**src/rtl/dial_pkg.sv**
```systemverilog
package dial_pkg;

  typedef enum logic [2:0] {
    ST_IDLE  = 3'd0,
    ST_PRE   = 3'd1,
    ST_BREAK = 3'd2,
    ST_MAKE  = 3'd3,
    ST_IDP   = 3'd4
  } dial_state_e;

  // Break count for a digit code; 0 means the code is not dialable.
  function automatic logic [3:0] pulse_count(input logic [3:0] code);
    if (code == 4'd0)      pulse_count = 4'd10;
    else if (code <= 4'd9) pulse_count = code;
    else                   pulse_count = 4'd0;
  endfunction

endpackage

```
**src/rtl/dial_timing.sv**
```systemverilog
module dial_timing
  import dial_pkg::*;
#(
  parameter int TW        = 10,
  parameter int MK_10_40  = 40,
  parameter int BK_10_40  = 60,
  parameter int MK_10_33  = 33,
  parameter int BK_10_33  = 67,
  parameter int MK_20_40  = 20,
  parameter int BK_20_40  = 30,
  parameter int MK_20_33  = 17,
  parameter int BK_20_33  = 33,
  parameter int IDP_10    = 800,
  parameter int IDP_20    = 500
) (
  input  dial_state_e    state_i,
  input  logic           rate_20_i,
  input  logic           ratio_40_i,
  output logic [TW-1:0]  dur_o
);

  logic [TW-1:0] make_ms, break_ms, idp_ms;

  always_comb begin
    unique case ({rate_20_i, ratio_40_i})
      2'b00:   begin make_ms = TW'(MK_10_33); break_ms = TW'(BK_10_33); end
      2'b01:   begin make_ms = TW'(MK_10_40); break_ms = TW'(BK_10_40); end
      2'b10:   begin make_ms = TW'(MK_20_33); break_ms = TW'(BK_20_33); end
      default: begin make_ms = TW'(MK_20_40); break_ms = TW'(BK_20_40); end
    endcase
    idp_ms = rate_20_i ? TW'(IDP_20) : TW'(IDP_10);
  end

  always_comb begin
    unique case (state_i)
      ST_BREAK: dur_o = break_ms;
      ST_IDP:   dur_o = idp_ms;
      default:  dur_o = make_ms;
    endcase
  end

endmodule

```
**src/rtl/dial_timer.sv**
```systemverilog
module dial_timer #(
  parameter int TW = 10
) (
  input  logic          clk_i,
  input  logic          rst_ni,
  input  logic          clear_i,
  input  logic          tick_i,
  input  logic [TW-1:0] dur_i,
  output logic          done_o
);

  logic [TW-1:0] cnt_q;

  assign done_o = tick_i && (cnt_q == dur_i - 1'b1);

  always_ff @(posedge clk_i or negedge rst_ni) begin
    if (!rst_ni)      cnt_q <= '0;
    else if (clear_i) cnt_q <= '0;
    else if (tick_i)  cnt_q <= cnt_q + 1'b1;
  end

  // Phase counter never passes the length of the phase it times.
  assert_cnt_in_phase_R7: assert property (@(posedge clk_i) disable iff (!rst_ni)
    cnt_q < dur_i);

endmodule

```
**src/rtl/dial_fsm.sv**
```systemverilog
module dial_fsm
  import dial_pkg::*;
(
  input  logic        clk_i,
  input  logic        rst_ni,
  input  logic        digit_valid_i,
  input  logic [3:0]  digit_i,
  input  logic        rate_20_i,
  input  logic        ratio_40_i,
  input  logic        on_hook_i,
  input  logic        phase_done_i,
  output dial_state_e state_o,
  output logic        rate_q_o,
  output logic        ratio_q_o,
  output logic        phase_clr_o,
  output logic        dp_o,
  output logic        busy_o,
  output logic        hp_mute_o,
  output logic        tp_mute_no
);

  dial_state_e state_q, state_d;
  logic [3:0]  left_q, left_d;
  logic        rate_q, ratio_q;
  logic        accept;

  assign accept = (state_q == ST_IDLE) && digit_valid_i && !on_hook_i &&
                  (pulse_count(digit_i) != 4'd0);

  always_comb begin
    state_d = state_q;
    left_d  = left_q;
    unique case (state_q)
      ST_IDLE: if (accept) begin
        state_d = ST_PRE;
        left_d  = pulse_count(digit_i);
      end
      ST_PRE:  if (phase_done_i) state_d = ST_BREAK;
      ST_BREAK: if (phase_done_i) begin
        left_d  = left_q - 1'b1;
        state_d = (left_q == 4'd1) ? ST_IDP : ST_MAKE;
      end
      ST_MAKE: if (phase_done_i) state_d = ST_BREAK;
      ST_IDP:  if (phase_done_i) state_d = ST_IDLE;
      default: state_d = ST_IDLE;
    endcase
    if (on_hook_i) begin
      state_d = ST_IDLE;
      left_d  = '0;
    end
  end

  always_ff @(posedge clk_i or negedge rst_ni) begin
    if (!rst_ni) begin
      state_q <= ST_IDLE;
      left_q  <= '0;
      rate_q  <= 1'b0;
      ratio_q <= 1'b0;
    end else begin
      state_q <= state_d;
      left_q  <= left_d;
      if (accept) begin
        rate_q  <= rate_20_i;
        ratio_q <= ratio_40_i;
      end
    end
  end

  assign phase_clr_o = (state_d != state_q) || (state_q == ST_IDLE);
  assign state_o     = state_q;
  assign rate_q_o    = rate_q;
  assign ratio_q_o   = ratio_q;
  assign dp_o        = (state_q == ST_BREAK);
  assign busy_o      = (state_q != ST_IDLE);
  assign hp_mute_o   = (state_q == ST_PRE) || (state_q == ST_BREAK) || (state_q == ST_MAKE);
  assign tp_mute_no  = (state_q == ST_IDLE);

  assert_abort_R11: assert property (@(posedge clk_i) disable iff (!rst_ni)
    on_hook_i |=> (!dp_o && !busy_o));

  assert_count_range_R2: assert property (@(posedge clk_i) disable iff (!rst_ni)
    left_q <= 4'd10);

  assert_accept_idle_R8: assert property (@(posedge clk_i) disable iff (!rst_ni)
    $rose(busy_o) |-> ($past(digit_valid_i) && !$past(on_hook_i)));

  assert_latched_R12: assert property (@(posedge clk_i) disable iff (!rst_ni)
    (busy_o && $past(busy_o)) |-> ($stable(rate_q) && $stable(ratio_q)));

  assert_mute_then_idp_R9: assert property (@(posedge clk_i) disable iff (!rst_ni)
    ($fell(hp_mute_o) && !$past(on_hook_i)) |-> busy_o);

  assert_idp_last_R7: assert property (@(posedge clk_i) disable iff (!rst_ni)
    ($fell(busy_o) && !$past(on_hook_i)) |-> ($past(state_q) == ST_IDP));

endmodule

```
**src/rtl/pulse_dialer.sv**
```systemverilog
module pulse_dialer
  import dial_pkg::*;
#(
  parameter int MK_10_40 = 40,
  parameter int BK_10_40 = 60,
  parameter int MK_10_33 = 33,
  parameter int BK_10_33 = 67,
  parameter int MK_20_40 = 20,
  parameter int BK_20_40 = 30,
  parameter int MK_20_33 = 17,
  parameter int BK_20_33 = 33,
  parameter int IDP_10   = 800,
  parameter int IDP_20   = 500
) (
  input  logic       clk_i,
  input  logic       rst_ni,
  input  logic       tick_ms_i,
  input  logic       digit_valid_i,
  input  logic [3:0] digit_i,
  input  logic       rate_20_i,
  input  logic       ratio_40_i,
  input  logic       on_hook_i,
  output logic       dp_o,
  output logic       busy_o,
  output logic       hp_mute_o,
  output logic       tp_mute_no
);

  localparam int MAX_BK = (BK_10_33 > BK_10_40) ? BK_10_33 : BK_10_40;
  localparam int MAX_ID = (IDP_10 > IDP_20) ? IDP_10 : IDP_20;
  localparam int MAX_MS = (MAX_ID > MAX_BK) ? MAX_ID : MAX_BK;
  localparam int TW     = $clog2(MAX_MS + 1);

  dial_state_e   state;
  logic          rate_q, ratio_q, phase_clr, phase_done;
  logic [TW-1:0] dur;

  dial_fsm u_fsm (
    .clk_i        (clk_i),
    .rst_ni       (rst_ni),
    .digit_valid_i(digit_valid_i),
    .digit_i      (digit_i),
    .rate_20_i    (rate_20_i),
    .ratio_40_i   (ratio_40_i),
    .on_hook_i    (on_hook_i),
    .phase_done_i (phase_done),
    .state_o      (state),
    .rate_q_o     (rate_q),
    .ratio_q_o    (ratio_q),
    .phase_clr_o  (phase_clr),
    .dp_o         (dp_o),
    .busy_o       (busy_o),
    .hp_mute_o    (hp_mute_o),
    .tp_mute_no   (tp_mute_no)
  );

  dial_timing #(
    .TW(TW),
    .MK_10_40(MK_10_40), .BK_10_40(BK_10_40),
    .MK_10_33(MK_10_33), .BK_10_33(BK_10_33),
    .MK_20_40(MK_20_40), .BK_20_40(BK_20_40),
    .MK_20_33(MK_20_33), .BK_20_33(BK_20_33),
    .IDP_10(IDP_10), .IDP_20(IDP_20)
  ) u_timing (
    .state_i   (state),
    .rate_20_i (rate_q),
    .ratio_40_i(ratio_q),
    .dur_o     (dur)
  );

  dial_timer #(.TW(TW)) u_timer (
    .clk_i  (clk_i),
    .rst_ni (rst_ni),
    .clear_i(phase_clr),
    .tick_i (tick_ms_i),
    .dur_i  (dur),
    .done_o (phase_done)
  );

endmodule

```
**config.mk**
```make
export PLATFORM = sky130hd
export DESIGN_NAME = pulse_dialer
export DESIGN_NICKNAME = d
export VERILOG_FILES = /design/src/rtl/dial_pkg.sv /design/src/rtl/dial_timing.sv /design/src/rtl/dial_timer.sv /design/src/rtl/dial_fsm.sv /design/src/rtl/pulse_dialer.sv
export SDC_FILE = /design/constraint.sdc
export NUM_CORES = 1
export LEC_CHECK = 0
export BUFFER_PORTS_ARGS = -buffer_cell sky130_fd_sc_hd__buf_2
export CAP_MARGIN = 5
export CORE_AREA = 2 2 65 67
export DETAILED_ROUTE_END_ITERATION = 10
export DIE_AREA = 0 0 67 69
export PLACE_DENSITY = 0.69
export SKIP_CTS_REPAIR_TIMING = 1
export SLEW_MARGIN = 0
export SYNTH_ARGS = -nofsm -noshare
export SYNTH_HDL_FRONTEND = slang
export SYNTH_SLANG_ARGS = --single-unit
export TNS_END_PERCENT = 5
```
**constraint.sdc**
```tcl
create_clock -name clk_i -period 5.9 [get_ports clk_i]
set_clock_uncertainty 0.15 [all_clocks]
set_input_delay 0.295 -clock clk_i [delete_from_list [all_inputs] [get_ports clk_i]]
set_output_delay 0.295 -clock clk_i [all_outputs]
set_load 0.01 [all_outputs]
```
Word-level counts from Yosys, hierarchy flattened

Cells that the tools add are included.

Register bits after elaboration: 19
Bits in latches: 0
Bits in writable memories: 0
ROM bits: 0
Input bits: 11
Output and inout bits: 4
Logic and storage cells: 56
Memories kept: 0

Add/subtract/negate cells: 3
$mul: 0
Div/mod/pow operators: 0
$lt $le $gt $ge: 1
Equality and inequality tests: 11
Shifts and indexed selects: 0
Multiplexer cells: 19
Bitwise logic cells: 0
Reductions and logical operators: 17

Operators with widths:

| operator                | number |
|---|---|
| $mux W10                | 3 |
| $pmux W7 S3             | 1 |
| $mux W4                 | 5 |
| $pmux W10 S2            | 1 |
| $mux W3                 | 6 |
| $pmux W6 S3             | 1 |
| $pmux W3 S4             | 1 |
| $add A10 B1 Y10 const B | 1 |
| $eq A10 B10 Y1          | 1 |
| $sub A10 B1 Y10 const B | 1 |
| $pmux W4 S2             | 1 |
| $eq A3 B2 Y1 const B    | 2 |
| $ne A3 B2 Y1 const B    | 2 |
| $reduce_bool A3 Y1      | 2 |
| $eq A4 B1 Y1 const B    | 1 |
| $le A4 B4 Y1 const B    | 1 |
| $logic_and A1 B1 Y1     | 4 |
| $logic_not A4 Y1        | 1 |
| $reduce_bool A4 Y1      | 1 |
| $sub A4 B1 Y4 const B   | 1 |
| $eq A3 B1 Y1 const B    | 1 |
| $eq A3 B3 Y1 const B    | 1 |
| $logic_not A3 Y1        | 1 |
| $logic_or A1 B1 Y1      | 3 |
| other kinds (8)         | 8 |

Logic depth before layout (Yosys ltp)

Word-level depth: 12
Depth in mapped cells: 13
Gate-level depth less buffers: 13

Modules after synthesis

Synthesis repeated with hierarchy kept, for this count alone.

Cell total of the unflattened synthesis: 209
Area, all modules: 1719.1 sq um

By module, submodules not included:

| module      | times used | cells each | area each (sq um) | seq. area each (sq um) |
|---|---|---|---|---|
| dial_timer  | 1          | 99         | 818.3             | 250.2 |
| dial_fsm    | 1          | 79         | 674.4             | 225.2 |
| dial_timing | 1          | 31         | 226.5             | 0.0 |

Worst setup path after synthesis

OpenSTA, ideal clock, no wires.

Path kind: register -> register
From: register u_fsm.rate_q (netlist: u_fsm.rate_q_o)
To: register u_fsm.left_q[3]
Setup time: 127 ps
Arrival time: 3570 ps
Path slack: 2053 ps
Cell stages (with the launch flop): 14
Cell sequence: dfrtp_1 inv_1 ha_1 or3b_2 or2_2 ha_1 xor2_1 o211ai_1 a211oi_1 nand3_1 or4_4 or4_4 a211oi_1 o31ai_1

Word-level cells in the longest chain between the ends: 8
Elaborated cells between the ends (all ways): 12

Ends and longest elaborated chain:

| item                                              | line              | text |
|---|---|---|
| start: declaration                                | dial_fsm.sv:24    | `logic rate_q, ratio_q;` |
| start signal: assignment                          | dial_fsm.sv:63    | `rate_q <= rate_20_i;` |
| $eq A2 B2 Y1, or another cell as far along        | dial_timing.sv:25 | `unique case ({rate_20_i, ratio_40_i})` |
| $pmux W6 S3 / $pmux W7 S3 (equally long branches) | dial_timing.sv:25 |  |
| $pmux W10 S2 (*)                                  | dial_timing.sv:35 | `unique case (state_i)` |
| $sub A10 B1 Y10 (*)                               | dial_timer.sv:14  | `assign done_o = tick_i && (cnt_q == dur_i - 1'b1);` |
| $eq A10 B10 Y1 (*)                                | dial_timer.sv:14  |  |
| $logic_and A1 B1 Y1 (*)                           | dial_timer.sv:14  |  |
| $ne A3 B2 Y1 (no source line) (*)                 | --                |  |
| $reduce_and A3 Y1 (no source line) (*)            | --                |  |
| end signal: assignment                            | dial_fsm.sv:61    | `left_q <= left_d;` |
| end: declaration                                  | dial_fsm.sv:23    | `logic [3:0] left_q, left_d;` |

Every way passes the cells marked *; elsewhere a longest branch is shown, timed or not.
A chain may end at the register's enable or synchronous reset.

Final worst setup path

Ends and elaborated chain as after synthesis.

==> results.json <==
{
  "die_w_um": 67,
  "wl_per_cell_um": 14.48,
  "syn_area_um2": 1688,
  "tritoncts": "built",
  "slowest_delay_ns": 0.51,
  "drtIter0Drc": 59,
  "hold_viol_final": 0,
  "ir_drop_v": 0.0001337,
  "crit_path_start_kind": "register",
  "initial_core_util": 0.4313,
  "place_congestion": 0.9046,
  "synth-edff-count": 0,
  "final_common_cell": "nor2_1",
  "synth_flop_cell": "dfrtp_1",
  "cp.required_ns": 5.89,
  "synth_async_sr_flop_share": 1.000,
  "die_y_um": 69,
  "cap_violations": 0,
  "dieArea_um2": 4623,
  "path_class": "reg -> reg",
  "layout_common_cells": "33 x nor2_1, 19 x dfrtp_1, 14 x buf_2",
  "hold_class": "in -> reg",
  "post-dp-hpwl_um": 2846,
  "clock_latency_ns": 0.26,
  "grt_usage": 0.1755,
  "portBuffers": 14,
  "cts_root_buffer": "clkbuf_8",
  "diodes": 0,
  "cp_max_fo": 7,
  "yosysSeqAreaShare": 0.2817,
  "pre_cts_slack_ns": 1.865,
  "num_vias": 1534,
  "drt_wl_total_um": 3836,
  "critPathArrivalTime_ns": 4.06,
  "cts_inserted_buffers": 3,
  "syn_nets": 224,
  "end_kind": "register",
  "cpMaxStageDelayCell": "or4_4",
  "fillers": 409,
  "clkTransAtPathRegs_ns": 0.07,
  "status": "complete, no violations",
  "grt_pass1_wl_um": 6368,
  "grt-ovfl-total": 0,
  "p_leak_nw": 0.7740,
  "syn2layout_area_growth_pct": 8.228,
  "yosys_warnings": 0,
  "setup-tns-final_ns": 0,
  "avgSynthCellArea_um2": 8.234,
  "syn_inst": 205,
  "fmax_mhz": 245.7,
  "rows": 23,
  "rsz0062_at_grt": "false",
  "setup_ws_ns": 1.830,
  "layout-drive-gt1-share": 0.1209,
  "ioPinCount": 15,
  "ys_types": 56,
  "worst_pin_slew_ns": 0.6938,
  "drc": 0,
  "grt_pass1_vias": 1343,
  "via_per_inst": 5.789,
  "antenna_found_initial": 0,
  "relSlewSlack": 0.5375,
  "powerDensity_nw_per_um2": 220.1,
  "cts_max_level": 1,
  "drt_pass1_iterations": 4,
  "cp_cell_sequence": "inv_1, ha_1, or3b_2, or2_2, ha_1, xor2_1, o211ai_1, a211oi_1, nand3_1, or4_4, or4_4, a211oi_1, o31ai_1",
  "reg2reg_setup_slack_ns": 1.83,
  "setup_viol": 0,
  "drv_slew": 0,
  "core_um2": 3914,
  "fin_nets": 235,
  "grt_max_degree": 25,
  "numClockSinks": 19,
  "clock_path_buffers": 2,
  "ant_nets": 0,
  "period_minus_slack_ns": 4.070,
  "power_mw": 0.4021,
  "ys_ff_latch": 19,
  "fin_crit_sh": 0.6898
}
-- final cells by class --
cell class / count / area, um^2 / area share
Multi-Input combinational cell: 166 / 1122 / 0.6144
Sequential cell: 19 / 475.5 / 0.2603
Timing Repair Buffer: 15 / 80.08 / 0.04384
Tap cell: 50 / 62.56 / 0.03425
Clock buffer: 4 / 45.04 / 0.02466
Inverter: 11 / 41.29 / 0.02260
-- routing by layer --
metal	vias to the layer above	track usage	share of wire
li1	770	-	-
met1	717	0.2798	0.51
met2	41	0.2332	0.43
met3	6	0.02121	0.034
met4	0	0.07256	0.019
met5	-	0	0
-- final timing paths --
kind / from / to / cells after the start
max in group asynchronous: rst_ni / u_fsm.state_o[2] / 2
min reg2reg: u_fsm.left_q[1] / u_fsm.left_q[1] / 2
min in group asynchronous: rst_ni / u_timer.cnt_q[1] / 2
max: u_fsm.rate_q_o / u_fsm.left_q[3] / 13
max reg2reg: u_fsm.rate_q_o / u_fsm.left_q[3] / 13
min: ratio_40_i / u_fsm.ratio_q_o / 3
-- kinds of logic (layout without fill, tap and decap cells) --
family          after synthesis  in the layout  synth area share
flops                        19             19            0.2817
buf+inv                      20             30           0.05337
simple gates                 93             93            0.3047
compound gates               45             45            0.1846
xor+xnor                     16             16           0.09192
fa+ha+maj                     8              8           0.05931
mux                           4              4           0.02446
-- cell usage after synthesis, types with 5 or more instances --
library cell	n	share of area
a21oi_1	9	0.027
inv_1	11	0.024
nand4_1	5	0.019
nor2_1	33	0.073
nand3_1	9	0.027
nand3b_1	5	0.022
nand2_1	7	0.016
ha_1	8	0.059
nor3_1	6	0.018
xnor2_1	8	0.042
o21ai_0	8	0.024
xor2_1	7	0.036
dfrtp_1	19	0.28
-- where the power goes --
group	total (mW)	switching, mW	internal (mW)
sequential	0.146	0.0104	0.136
combinational	0.163	0.0934	0.0693
clock	0.0929	0.0448	0.0481
total	0.402	0.149	0.253
-- worst max-delay path: cells and delay by family (launching register included) --
family,cells,cell delay [ns]
xor+xnor,1,0.15
flops,1,0.45
fa+ha+maj,2,0.59
simple gates,5,1.86
compound gates,4,0.66
buf+inv,1,0.10
-- through the flow --
step                utilization  hold WS [ns]  area [um^2]  std cells
floorplan                     -       -0.1506         1688        205
global placement         0.4527        0.1111         1772        260
detailed placement       0.4527        0.1197         1772        260
CTS                      0.4642       -0.1616         1817        264
global route             0.4668        0.1014         1827        265
finish                   0.4668        0.1009         1827        265
-- state kept, by name (all words and copies together) (netlist names) --
register	count
u_timer.cnt_q	10
u_fsm.state_o	3
u_fsm.ratio_q_o	1
u_fsm.rate_q_o	1
u_fsm.left_q	4
Note: power is estimated with default switching activity, not from simulation.
